`config.mk`:
```
export PLATFORM = sky130hd
export DESIGN_NAME = ivr_writer
export DESIGN_NICKNAME = d
export VERILOG_FILES = /design/src/rtl/ivr_pkg.sv /design/src/rtl/ivr_pack.sv /design/src/rtl/ivr_regs.sv /design/src/rtl/ivr_seq.sv /design/src/rtl/ivr_writer.sv
export SDC_FILE = /design/constraint.sdc
export NUM_CORES = 1
export LEC_CHECK = 0
export BUFFER_PORTS_ARGS = -buffer_cell sky130_fd_sc_hd__buf_2
export CAP_MARGIN = 20
export CELL_PAD_IN_SITES_DETAIL_PLACEMENT = 1
export CELL_PAD_IN_SITES_GLOBAL_PLACEMENT = 1
export CORE_ASPECT_RATIO = 0.6
export CORE_MARGIN = 2
export CORE_UTILIZATION = 35
export CTS_CLUSTER_DIAMETER = 80
export DETAILED_ROUTE_END_ITERATION = 6
export HOLD_SLACK_MARGIN = 0.03
export PLACE_DENSITY = 0.78
export REMOVE_ABC_BUFFERS = 1
export SLEW_MARGIN = 20
export SYNTH_ARGS = -nofsm -noshare
export SYNTH_HDL_FRONTEND = slang
export SYNTH_SLANG_ARGS = --single-unit
```
`constraint.sdc`:
```
create_clock -name clk_i -period 4.66 [get_ports clk_i]
set_input_delay 0.932 -clock clk_i [delete_from_list [all_inputs] [get_ports clk_i]]
set_output_delay 0.932 -clock clk_i [all_outputs]
set_load 0.01 [all_outputs]
```
`src/rtl/ivr_pkg.sv`:
```
package ivr_pkg;
  localparam int WORD_W     = 32;
  localparam int VEC_WORDS  = 8;
  localparam int BEAT_W     = $clog2(VEC_WORDS);
  localparam int VEC_BYTES  = VEC_WORDS * 4;
  localparam int DATA_WORDS = 4;
  localparam int HI_W       = 8;
  localparam int BASE_SHIFT = 8;
  localparam int ADDR_W     = HI_W + WORD_W + BASE_SHIFT;
  localparam int SIZE_W     = 5;

  localparam int CB_RING_EN  = 0;
  localparam int CB_INTR_EN  = 1;
  localparam int CB_OVF_DET  = 2;
  localparam int CB_WB_EN    = 3;
  localparam int CB_OVF_CLR  = 4;
  localparam int CB_SIZE_LSB = 8;

  typedef enum logic [2:0] {
    RA_CTRL    = 3'd0,
    RA_BASE_LO = 3'd1,
    RA_BASE_HI = 3'd2,
    RA_RPTR    = 3'd3,
    RA_WPTR    = 3'd4,
    RA_WB_LO   = 3'd5,
    RA_WB_HI   = 3'd6,
    RA_RSVD    = 3'd7
  } reg_addr_e;

  typedef enum logic [1:0] {ST_IDLE, ST_VEC, ST_WB} wr_state_e;

  typedef struct packed {
    logic [7:0]   client;
    logic [7:0]   src;
    logic [7:0]   ring;
    logic [3:0]   vmid;
    logic         vmid_vld;
    logic [47:0]  ts;
    logic         ts_src;
    logic [15:0]  proc_id;
    logic         proc_vld;
    logic [127:0] data;
  } ivr_event_t;

  typedef logic [VEC_WORDS-1:0][WORD_W-1:0] ivr_vec_t;
endpackage

```
`src/rtl/ivr_pack.sv`:
```
module ivr_pack
  import ivr_pkg::*;
(
  input  ivr_event_t evt_i,
  output ivr_vec_t   vec_o
);
  assign vec_o[0] = {evt_i.vmid_vld, 3'b0, evt_i.vmid, evt_i.ring, evt_i.src, evt_i.client};
  assign vec_o[1] = evt_i.ts[31:0];
  assign vec_o[2] = {evt_i.ts_src, 15'b0, evt_i.ts[47:32]};
  assign vec_o[3] = {evt_i.proc_vld, 15'b0, evt_i.proc_id};

  for (genvar g = 0; g < DATA_WORDS; g++) begin : g_data
    assign vec_o[VEC_WORDS-DATA_WORDS+g] = evt_i.data[g*WORD_W +: WORD_W];
  end
endmodule

```
`src/rtl/ivr_regs.sv`:
```
module ivr_regs
  import ivr_pkg::*;
#(
  parameter int PTR_W = 20
) (
  input  logic              clk_i,
  input  logic              rst_ni,
  input  logic              we_i,
  input  logic [2:0]        addr_i,
  input  logic [31:0]       wdata_i,
  output logic [31:0]       rdata_o,
  input  logic [PTR_W-1:0]  wptr_i,
  input  logic              ovf_i,
  output logic              active_o,
  output logic              ovf_det_o,
  output logic              wb_en_o,
  output logic              ovf_clr_o,
  output logic [PTR_W-1:0]  mask_o,
  output logic [PTR_W-1:0]  rptr_o,
  output logic [ADDR_W-1:0] base_o,
  output logic [ADDR_W-1:0] wb_addr_o
);
  localparam int PAD_W = WORD_W - 1 - PTR_W;

  reg_addr_e         ra;
  logic              ring_en_q, intr_en_q, det_q, wb_q;
  logic [SIZE_W-1:0] size_q;
  logic [31:0]       base_lo_q;
  logic [HI_W-1:0]   base_hi_q, wb_hi_q;
  logic [31:2]       wb_lo_q;
  logic [PTR_W-1:0]  rptr_q;
  logic [PTR_W:0]    span;

  assign ra        = reg_addr_e'(addr_i);
  assign active_o  = ring_en_q & intr_en_q;
  assign ovf_det_o = det_q;
  assign wb_en_o   = wb_q;
  assign ovf_clr_o = we_i && (ra == RA_CTRL) && wdata_i[CB_OVF_CLR];
  assign span      = (PTR_W+1)'(4) << size_q;
  assign mask_o    = PTR_W'(span - 1'b1);
  assign rptr_o    = rptr_q;
  assign base_o    = {base_hi_q, base_lo_q, {BASE_SHIFT{1'b0}}};
  assign wb_addr_o = ADDR_W'({wb_hi_q, wb_lo_q, 2'b00});

  always_ff @(posedge clk_i or negedge rst_ni) begin
    if (!rst_ni) begin
      ring_en_q <= 1'b0;
      intr_en_q <= 1'b0;
      det_q     <= 1'b0;
      wb_q      <= 1'b0;
      size_q    <= SIZE_W'(3);
      base_lo_q <= '0;
      base_hi_q <= '0;
      wb_lo_q   <= '0;
      wb_hi_q   <= '0;
    end else if (we_i) begin
      case (ra)
        RA_CTRL: begin
          ring_en_q <= wdata_i[CB_RING_EN];
          intr_en_q <= wdata_i[CB_INTR_EN];
          det_q     <= wdata_i[CB_OVF_DET];
          wb_q      <= wdata_i[CB_WB_EN];
          size_q    <= wdata_i[CB_SIZE_LSB +: SIZE_W];
        end
        RA_BASE_LO: base_lo_q <= wdata_i;
        RA_BASE_HI: base_hi_q <= wdata_i[HI_W-1:0];
        RA_WB_LO:   wb_lo_q   <= wdata_i[31:2];
        RA_WB_HI:   wb_hi_q   <= wdata_i[HI_W-1:0];
        default: ;
      endcase
    end
  end

  // read pointer is held at zero while the ring is off
  always_ff @(posedge clk_i or negedge rst_ni) begin
    if (!rst_ni)                      rptr_q <= '0;
    else if (!active_o)               rptr_q <= '0;
    else if (we_i && ra == RA_RPTR)   rptr_q <= wdata_i[PTR_W-1:0] & mask_o;
  end

  always_comb begin
    rdata_o = '0;
    case (ra)
      RA_CTRL: begin
        rdata_o[CB_RING_EN]              = ring_en_q;
        rdata_o[CB_INTR_EN]              = intr_en_q;
        rdata_o[CB_OVF_DET]              = det_q;
        rdata_o[CB_WB_EN]                = wb_q;
        rdata_o[CB_SIZE_LSB +: SIZE_W]   = size_q;
      end
      RA_BASE_LO: rdata_o = base_lo_q;
      RA_BASE_HI: rdata_o = 32'(base_hi_q);
      RA_RPTR:    rdata_o = 32'(rptr_q);
      RA_WPTR:    rdata_o = {ovf_i, {PAD_W{1'b0}}, wptr_i};
      RA_WB_LO:   rdata_o = {wb_lo_q, 2'b00};
      RA_WB_HI:   rdata_o = 32'(wb_hi_q);
      default:    rdata_o = '0;
    endcase
  end
endmodule

```
`src/rtl/ivr_seq.sv`:
```
module ivr_seq
  import ivr_pkg::*;
#(
  parameter int PTR_W = 20
) (
  input  logic              clk_i,
  input  logic              rst_ni,
  input  logic              active_i,
  input  logic              ovf_det_i,
  input  logic              wb_en_i,
  input  logic              ovf_clr_i,
  input  logic [PTR_W-1:0]  mask_i,
  input  logic [PTR_W-1:0]  rptr_i,
  input  logic [ADDR_W-1:0] base_i,
  input  logic [ADDR_W-1:0] wb_addr_i,
  input  logic              evt_valid_i,
  input  ivr_vec_t          vec_i,
  output logic              evt_ready_o,
  output logic              mem_we_o,
  output logic [ADDR_W-1:0] mem_addr_o,
  output logic [WORD_W-1:0] mem_wdata_o,
  output logic [PTR_W-1:0]  wptr_o,
  output logic              ovf_o,
  output logic              irq_o
);
  localparam int PAD_W = WORD_W - 1 - PTR_W;
  localparam logic [BEAT_W-1:0] LAST_BEAT = BEAT_W'(VEC_WORDS - 1);

  wr_state_e        state_q;
  logic [BEAT_W-1:0] beat_q;
  ivr_vec_t         vec_q;
  logic [PTR_W-1:0] wptr_q, wptr_nxt;
  logic             ovf_q, irq_q, accept, ovf_set;

  assign wptr_nxt    = (wptr_q + PTR_W'(VEC_BYTES)) & mask_i;
  assign evt_ready_o = active_i && (state_q == ST_IDLE);
  assign accept      = evt_valid_i && evt_ready_o;
  assign ovf_set     = accept && ovf_det_i && (wptr_nxt == rptr_i);
  assign wptr_o      = wptr_q;
  assign ovf_o       = ovf_q;
  assign irq_o       = irq_q;

  always_ff @(posedge clk_i or negedge rst_ni) begin
    if (!rst_ni) begin
      state_q <= ST_IDLE;
      beat_q  <= '0;
      vec_q   <= '0;
      wptr_q  <= '0;
      ovf_q   <= 1'b0;
      irq_q   <= 1'b0;
    end else if (!active_i) begin
      state_q <= ST_IDLE;
      beat_q  <= '0;
      wptr_q  <= '0;
      ovf_q   <= 1'b0;
      irq_q   <= 1'b0;
    end else begin
      ovf_q <= ovf_set | (ovf_q & ~ovf_clr_i);
      irq_q <= (wptr_q != rptr_i);
      case (state_q)
        ST_IDLE: if (accept) begin
          vec_q   <= vec_i;
          beat_q  <= '0;
          state_q <= ST_VEC;
        end
        ST_VEC: begin
          beat_q <= beat_q + 1'b1;
          if (beat_q == LAST_BEAT) begin
            wptr_q  <= wptr_nxt;
            state_q <= wb_en_i ? ST_WB : ST_IDLE;
          end
        end
        default: state_q <= ST_IDLE;
      endcase
    end
  end

  always_comb begin
    mem_we_o    = active_i && (state_q != ST_IDLE);
    mem_addr_o  = base_i + ADDR_W'(wptr_q) + ADDR_W'({beat_q, 2'b00});
    mem_wdata_o = vec_q[beat_q];
    if (state_q == ST_WB) begin
      mem_addr_o  = wb_addr_i;
      mem_wdata_o = {ovf_q, {PAD_W{1'b0}}, wptr_q};
    end
  end
endmodule

```
`src/rtl/ivr_writer.sv`:
```
module ivr_writer
  import ivr_pkg::*;
#(
  parameter int PTR_W = 20
) (
  input  logic              clk_i,
  input  logic              rst_ni,
  input  logic              evt_valid_i,
  output logic              evt_ready_o,
  input  logic [7:0]        evt_client_i,
  input  logic [7:0]        evt_src_i,
  input  logic [7:0]        evt_ring_i,
  input  logic [3:0]        evt_vmid_i,
  input  logic              evt_vmid_vld_i,
  input  logic [47:0]       evt_ts_i,
  input  logic              evt_ts_src_i,
  input  logic [15:0]       evt_proc_id_i,
  input  logic              evt_proc_vld_i,
  input  logic [127:0]      evt_data_i,
  input  logic              reg_we_i,
  input  logic [2:0]        reg_addr_i,
  input  logic [31:0]       reg_wdata_i,
  output logic [31:0]       reg_rdata_o,
  output logic              mem_we_o,
  output logic [ADDR_W-1:0] mem_addr_o,
  output logic [31:0]       mem_wdata_o,
  output logic              irq_o
);
  ivr_event_t        evt;
  ivr_vec_t          vec;
  logic              ring_active, ovf_det, wb_en, ovf_clr, ovf;
  logic [PTR_W-1:0]  rng_mask, rptr, wptr;
  logic [ADDR_W-1:0] base, wb_addr;

  assign evt = '{client: evt_client_i, src: evt_src_i, ring: evt_ring_i,
                 vmid: evt_vmid_i, vmid_vld: evt_vmid_vld_i, ts: evt_ts_i,
                 ts_src: evt_ts_src_i, proc_id: evt_proc_id_i,
                 proc_vld: evt_proc_vld_i, data: evt_data_i};

  ivr_pack u_pack (.evt_i(evt), .vec_o(vec));

  ivr_regs #(.PTR_W(PTR_W)) u_regs (
    .clk_i, .rst_ni,
    .we_i(reg_we_i), .addr_i(reg_addr_i), .wdata_i(reg_wdata_i), .rdata_o(reg_rdata_o),
    .wptr_i(wptr), .ovf_i(ovf),
    .active_o(ring_active), .ovf_det_o(ovf_det), .wb_en_o(wb_en), .ovf_clr_o(ovf_clr),
    .mask_o(rng_mask), .rptr_o(rptr), .base_o(base), .wb_addr_o(wb_addr)
  );

  ivr_seq #(.PTR_W(PTR_W)) u_seq (
    .clk_i, .rst_ni,
    .active_i(ring_active), .ovf_det_i(ovf_det), .wb_en_i(wb_en), .ovf_clr_i(ovf_clr),
    .mask_i(rng_mask), .rptr_i(rptr), .base_i(base), .wb_addr_i(wb_addr),
    .evt_valid_i, .vec_i(vec), .evt_ready_o,
    .mem_we_o, .mem_addr_o, .mem_wdata_o,
    .wptr_o(wptr), .ovf_o(ovf), .irq_o
  );
endmodule

```
== Word level (Yosys, flattened, before mapping) ==
Cells that the tools add are included.
Storage, ports and cells
  register bits after elaboration: 357
  word-level logic and storage cells: 96
  output and inout port bits: 115
  input port bits: 262
Cells by class
  eq/ne operators: 17
  shift operators: 1
  bitwise operators: 6
  muxes and demuxes: 23
  magnitude comparators: 1
  reduce and logical (&&, ||, !) cells: 20
  add/subtract/negate cells: 5
Operators with widths (number)
  $mux W20: 5
  $bmux W32 S3: 1
  $pmux W19 S4: 1
  $mux W32: 2
  $add A48 B20 Y48: 1
  $add A48 B5 Y48: 1
  $mux W48: 1
  $and A20 B20 Y20: 2
  $pmux W4 S7: 1
  $pmux W5 S5: 1
  $pmux W4 S6: 1
  $add A20 B6 Y20 const B: 1
  $eq A20 B20 Y1: 1
  $ne A20 B20 Y1: 1
  $shl A3 B5 Y20 const A: 1
  $sub A20 B1 Y20 const B: 1
  $reduce_and A2 Y1: 8
  $eq A3 B3 Y1 const B: 4
  $ne A3 B3 Y1 const B: 3
  $logic_and A1 B1 Y1: 8
  $mux W2: 4
  $eq A3 B2 Y1 const B: 2
  $mux W3: 2
  $ne A2 B2 Y1 const B: 3
  15 further kinds: 17

== Depth between registers and ports, before layout ==
  depth in word-level cells: 7
  mapped depth: 13
  depth with buffers taken out: 10

== Hierarchy ==
A second synthesis with hierarchy kept.
Second synthesis, totals
  cell total of the unflattened synthesis: 2060
  area, all modules: 23759.0 um2
Modules (own cells, without submodules)
  ivr_seq: instances 1, area each 16144.2 um2, cells each 1335, sequential area each 7081.8 um2
  ivr_regs: instances 1, area each 5689.2 um2, cells each 468, sequential area each 2680.1 um2
  ivr_pack: instances 1, area each 1925.6 um2, cells each 257, sequential area each 0.0 um2

== Worst setup path after synthesis ==
OpenSTA, ideal clock, no wires.
  kind: register to output
  from: register u_seq.beat_q[1]
  to: output mem_addr_o[44]
  arrival time: 3.174 ns
  data required time: 3.728 ns
  path slack: 0.554 ns
  buffers on the path: 3
  cell stages (with the launch flop): 13
  cell sequence: dfrtp_1 clkbuf_1 clkbuf_1 inv_1 fa_1 nor2b_1 o211ai_4 a22oi_4 a221o_2 a31oi_2 buf_6 or4_1 a21oi_1
On the way
  word-level cells in the longest chain between the ends: 2
RTL lines
  start: declaration: RTL line ivr_seq.sv:30  | logic [BEAT_W-1:0] beat_q;
  start signal: assignment: RTL line ivr_seq.sv:67  | beat_q <= beat_q + 1'b1;
  $add A48 B5 Y48: RTL line ivr_seq.sv:80  | mem_addr_o = base_i + ADDR_W'(wptr_q) + ADDR_W'({beat_q, 2'b00});
  $mux W48: RTL line ivr_seq.sv:82  | if (state_q == ST_WB) begin
  end: declaration: RTL line ivr_writer.sv:25  | output logic [ADDR_W-1:0] mem_addr_o,
No other way between the ends.

== Worst setup path after layout ==
  from: register u_seq.wptr_q[2] (netlist: u_seq.wptr_o[2])
  to: output mem_addr_o[46]
On the way
  word-level cells in the longest chain between the ends: 3
RTL lines
  start: declaration: RTL line ivr_seq.sv:32  | logic [PTR_W-1:0] wptr_q, wptr_nxt;
  start signal: assignment: RTL line ivr_seq.sv:69  | wptr_q <= wptr_nxt;
  $add A48 B20 Y48: RTL line ivr_seq.sv:80
  $add A48 B5 Y48: RTL line ivr_seq.sv:80
  $mux W48: RTL line ivr_seq.sv:82
No other way between the ends.

==> results.cfg <==
[grt]
antenna_found_initial = 6
grt_first_pass_wirelength_um = 102800
grt_overflow = 0
grt_pass1_vias = 16720
track_usage = 0.2369
grt_max_degree = 144

[synthesis]
ys_types = 73
netlist_top_cells_area = dfrtp_1, mux2_2, mux4_2
netlist.area_leader.share = 0.4578
yosys_warnings = 0
syn_inst = 1685
syn-cell-area_um2 = 19290
synth_seq_area_share = 0.4606
ys_ff_latch = 355
syn_area_per_cell_um2 = 11.45
yosys.area.top_type = dfrtp_1
synth_enable_flop_cells = 0
synth_ff_type = dfrtp_1
async_reset_ff_frac = 1.000

[detailed_routing]
vias = 15570
viasPerCell = 5.610
postRouteAntennaNets = 0
first_iter_violations = 1351
drcViolationCount = 0
firstDrtPassIters = 5
wirelength_um = 68290
wire_per_inst_um = 24.61

[pwr]
seq_power_share = 0.436
ir_drop_v = 0.0002214
power.density_nw_per_um2 = 490.9
p_int_uw = 7988
p_sw_frac = 0.3042
switchingPower_uw = 3492
pwr-share-clk = 0.284
p_leak_uw = 0.01026
combinationalPowerShare = 0.280

[layout]
layout.nets = 2311
syn2layout_area_growth_pct = 21.22
fill_cells = 5948
fin_area_um2 = 23390
drive_gt1_frac = 0.4354

[die]
die_x_um = 307.1
start_util = 0.3551
core-area_um2 = 54340
num_rows = 66
die_y_um = 185.9
io_pins = 377
dieArea_um2 = 57080

[placement]
dpl-instance-area_um2 = 22030
place.gp.congestion = 0.9263
post-place-ws_ps = 521.6
dp_hpwl_um = 49830
io_buffers = 374

[sta]
rsz0062_at_grt = no
layout_setup_ws_ps = 150.2
worst_slew_pin_slew_ps = 1094
fin_crit_sh = 0.9678
setup_viol = 0
maxSlewViolCount = 0
fmax_mhz = 221.7
hold_viol_final = 0
worst_slew_margin_rel = 0.2707
fin_skew_ps = 19.48
period_minus_slack_ps = 4510

[run_status]
status = finished, final reports clean

[clock_network]
cts_tree = yes
cts_made_buffers = 38
insertion_delay_ps = 540
clockBufferDepth = 3
clk_pin_slew_worst_paths_ps = 60
cts_setup_buffers = 0
clkSinkCount = 355
root_buffer = clkbuf_16
h-tree-depth = 2

[worst_setup_path]
timing.reg2reg.setup_slack_ps = 510
endpoint_kind = primary output
critPathKind = flop to primary output
cp_data_arrival_time_ps = 3580
crit_fanout = 14
worstSetupStartpointType = flop
critPathRequiredTime_ps = 3730

[worst_hold_path]
min_path_type = flop to flop

[run]
drv_cap = 0
[power by group through the flow]
stage	sequential, uW	clock, uW	combinational, uW
2_1_floorplan	4720	0	2350
3_3_place_gp	4880	0	3050
3_5_place_dp	5030	0	3220
4_1_cts	4980	3350	3250
5_1_grt	5120	3480	3510
6_report	5000	3260	3220
[cell type report]
type | count | area, um^2 | area share
Clock buffer | 60 | 1207 | 0.05163
Sequential cell | 355 | 8894 | 0.3803
Timing Repair Buffer | 425 | 2315 | 0.09897
Clock inverter | 9 | 126.4 | 0.005403
Multi-Input combinational cell | 1186 | 9858 | 0.4215
Inverter | 23 | 86.33 | 0.003691
Tap cell | 714 | 893.4 | 0.03820
Antenna cell | 3 | 7.507 | 0.0003210
[metal layers]
layer / vias up / global-route usage / routed length (um)
li1: 6855 / - / -
met1: 8057 / 0.3277 / 29920
met2: 579 / 0.3809 / 31900
met3: 73 / 0.05533 / 5617
met4: 4 / 0.04780 / 834
met5: - / 0 / 23
[worst paths after layout]
check | from | to | depth (start not counted)
max | u_seq.wptr_o[2] | mem_addr_o[46] | 12
min | u_seq.vec_q[54] | u_seq.vec_q[54] | 1
max reg2reg | u_regs.size_q[0] | u_seq.ovf_o | 10
min reg2reg | u_seq.vec_q[54] | u_seq.vec_q[54] | 1
max in group asynchronous | rst_ni | u_seq.wptr_o[5] | 2
min in group asynchronous | rst_ni | u_seq.vec_q[149] | 1
[timing repair]
action                                 in CTS  in global routing
hold buffers                                0                  0
gates cloned                                0                  0
setup endpoints to repair                   4                  8
endpoints found under the hold margin       0                  0
gates resized for setup                     2                  2
[stage by stage]
step	TNS, ps	util	instances	power [uW]	hold WS, ps
floorplan	-773190	-	1564	7070	474.0
global placement	0	0.4052	2703	7935	480.8
detailed placement	0	0.4054	2703	8246	488.5
CTS	0	0.4302	2772	11580	504.7
global route	0	0.4304	2774	12120	506.4
finish	0	0.4304	2775	11480	501.1
[Yosys cell counts (4+ instances only)]
| library cell | instances |
|---|---|
| mux2i_1 | 48 |
| a22o_1 | 6 |
| xor2_1 | 16 |
| xnor2_1 | 35 |
| buf_4 | 7 |
| nor2_1 | 118 |
| or2_2 | 6 |
| nor2b_1 | 10 |
| o21bai_1 | 4 |
| o21ai_0 | 95 |
| o22ai_1 | 4 |
| buf_2 | 12 |
| or4_1 | 7 |
| a211oi_1 | 4 |
| nor3_1 | 16 |
| or3_1 | 19 |
| nand4b_1 | 4 |
| nand2_1 | 109 |
| dfrtp_1 | 353 |
| a22oi_1 | 19 |
| a31oi_1 | 23 |
| nor4_1 | 10 |
| a32o_1 | 10 |
| nand3_1 | 27 |
| ha_1 | 19 |
| a21oi_1 | 80 |
| and3_1 | 16 |
| buf_1 | 12 |
| a21o_1 | 12 |
| mux2_2 | 331 |
| clkbuf_1 | 88 |
| and2_1 | 10 |
| nand2b_1 | 4 |
| a221oi_1 | 10 |
| nand4_1 | 12 |
| o31ai_1 | 5 |
| inv_1 | 23 |
| mux4_2 | 50 |
[critical path: stages (launching register included)]
cell and delay [ps]:
dfrtp_1 390, ha_1 200, inv_1 70, fa_1 440, nor2b_4 180, o211ai_4 100
a22oi_4 290, a221o_2 270, a31oi_4 210, buf_4 230, or3_1 340, a21oi_1 150
buf_2 150
[registers in the layout, indices dropped and copies added (netlist names), 2 cells and up]
| name | cells |
|---|---|
| u_regs.base_hi_q | 8 |
| u_regs.base_lo_q | 32 |
| u_regs.rptr_o | 20 |
| u_regs.size_q | 5 |
| u_regs.wb_hi_q | 8 |
| u_regs.wb_lo_q | 30 |
| u_seq.beat_q | 3 |
| u_seq.state_q | 2 |
| u_seq.vec_q | 223 |
| u_seq.wptr_o | 18 |
[cells by family (layout without fill, tap and decap cells)]
family                   Yosys count  in the layout  synth area share
AND/OR/NAND/NOR                  383            383           0.09617
buffers and inverters            145            517           0.03152
AO/OA/AOI/OAI                    301            301           0.09857
other                              1              5         0.0001944
flip-flops                       355            355            0.4606
adder cells (fa/ha/maj)           20             20           0.01336
multiplexers                     429            429            0.2765
XOR/XNOR                          51             51           0.02315
[cells in the final DEF (no fill, tap or decap), types with 11 or more instances in the layout]
cell type / Yosys / routed
buf_2: 12 / 373
dfrtp_1: 353 / 349
mux2_2: 331 / 331
nor2_1: 118 / 117
nand2_1: 109 / 108
o21ai_0: 95 / 95
a21oi_1: 80 / 79
mux4_2: 50 / 50
mux2i_1: 48 / 48
buf_4: 7 / 47
clkbuf_16: 0 / 41
xnor2_1: 35 / 35
nand3_1: 27 / 26
inv_1: 23 / 23
a31oi_1: 23 / 23
a22oi_1: 19 / 19
or3_1: 19 / 19
ha_1: 19 / 19
nor3_1: 16 / 16
and3_1: 16 / 16
xor2_1: 16 / 16
a21o_1: 12 / 12
nand4_1: 12 / 12
clkbuf_8: 0 / 11
Power figures use the tool's default switching activity.
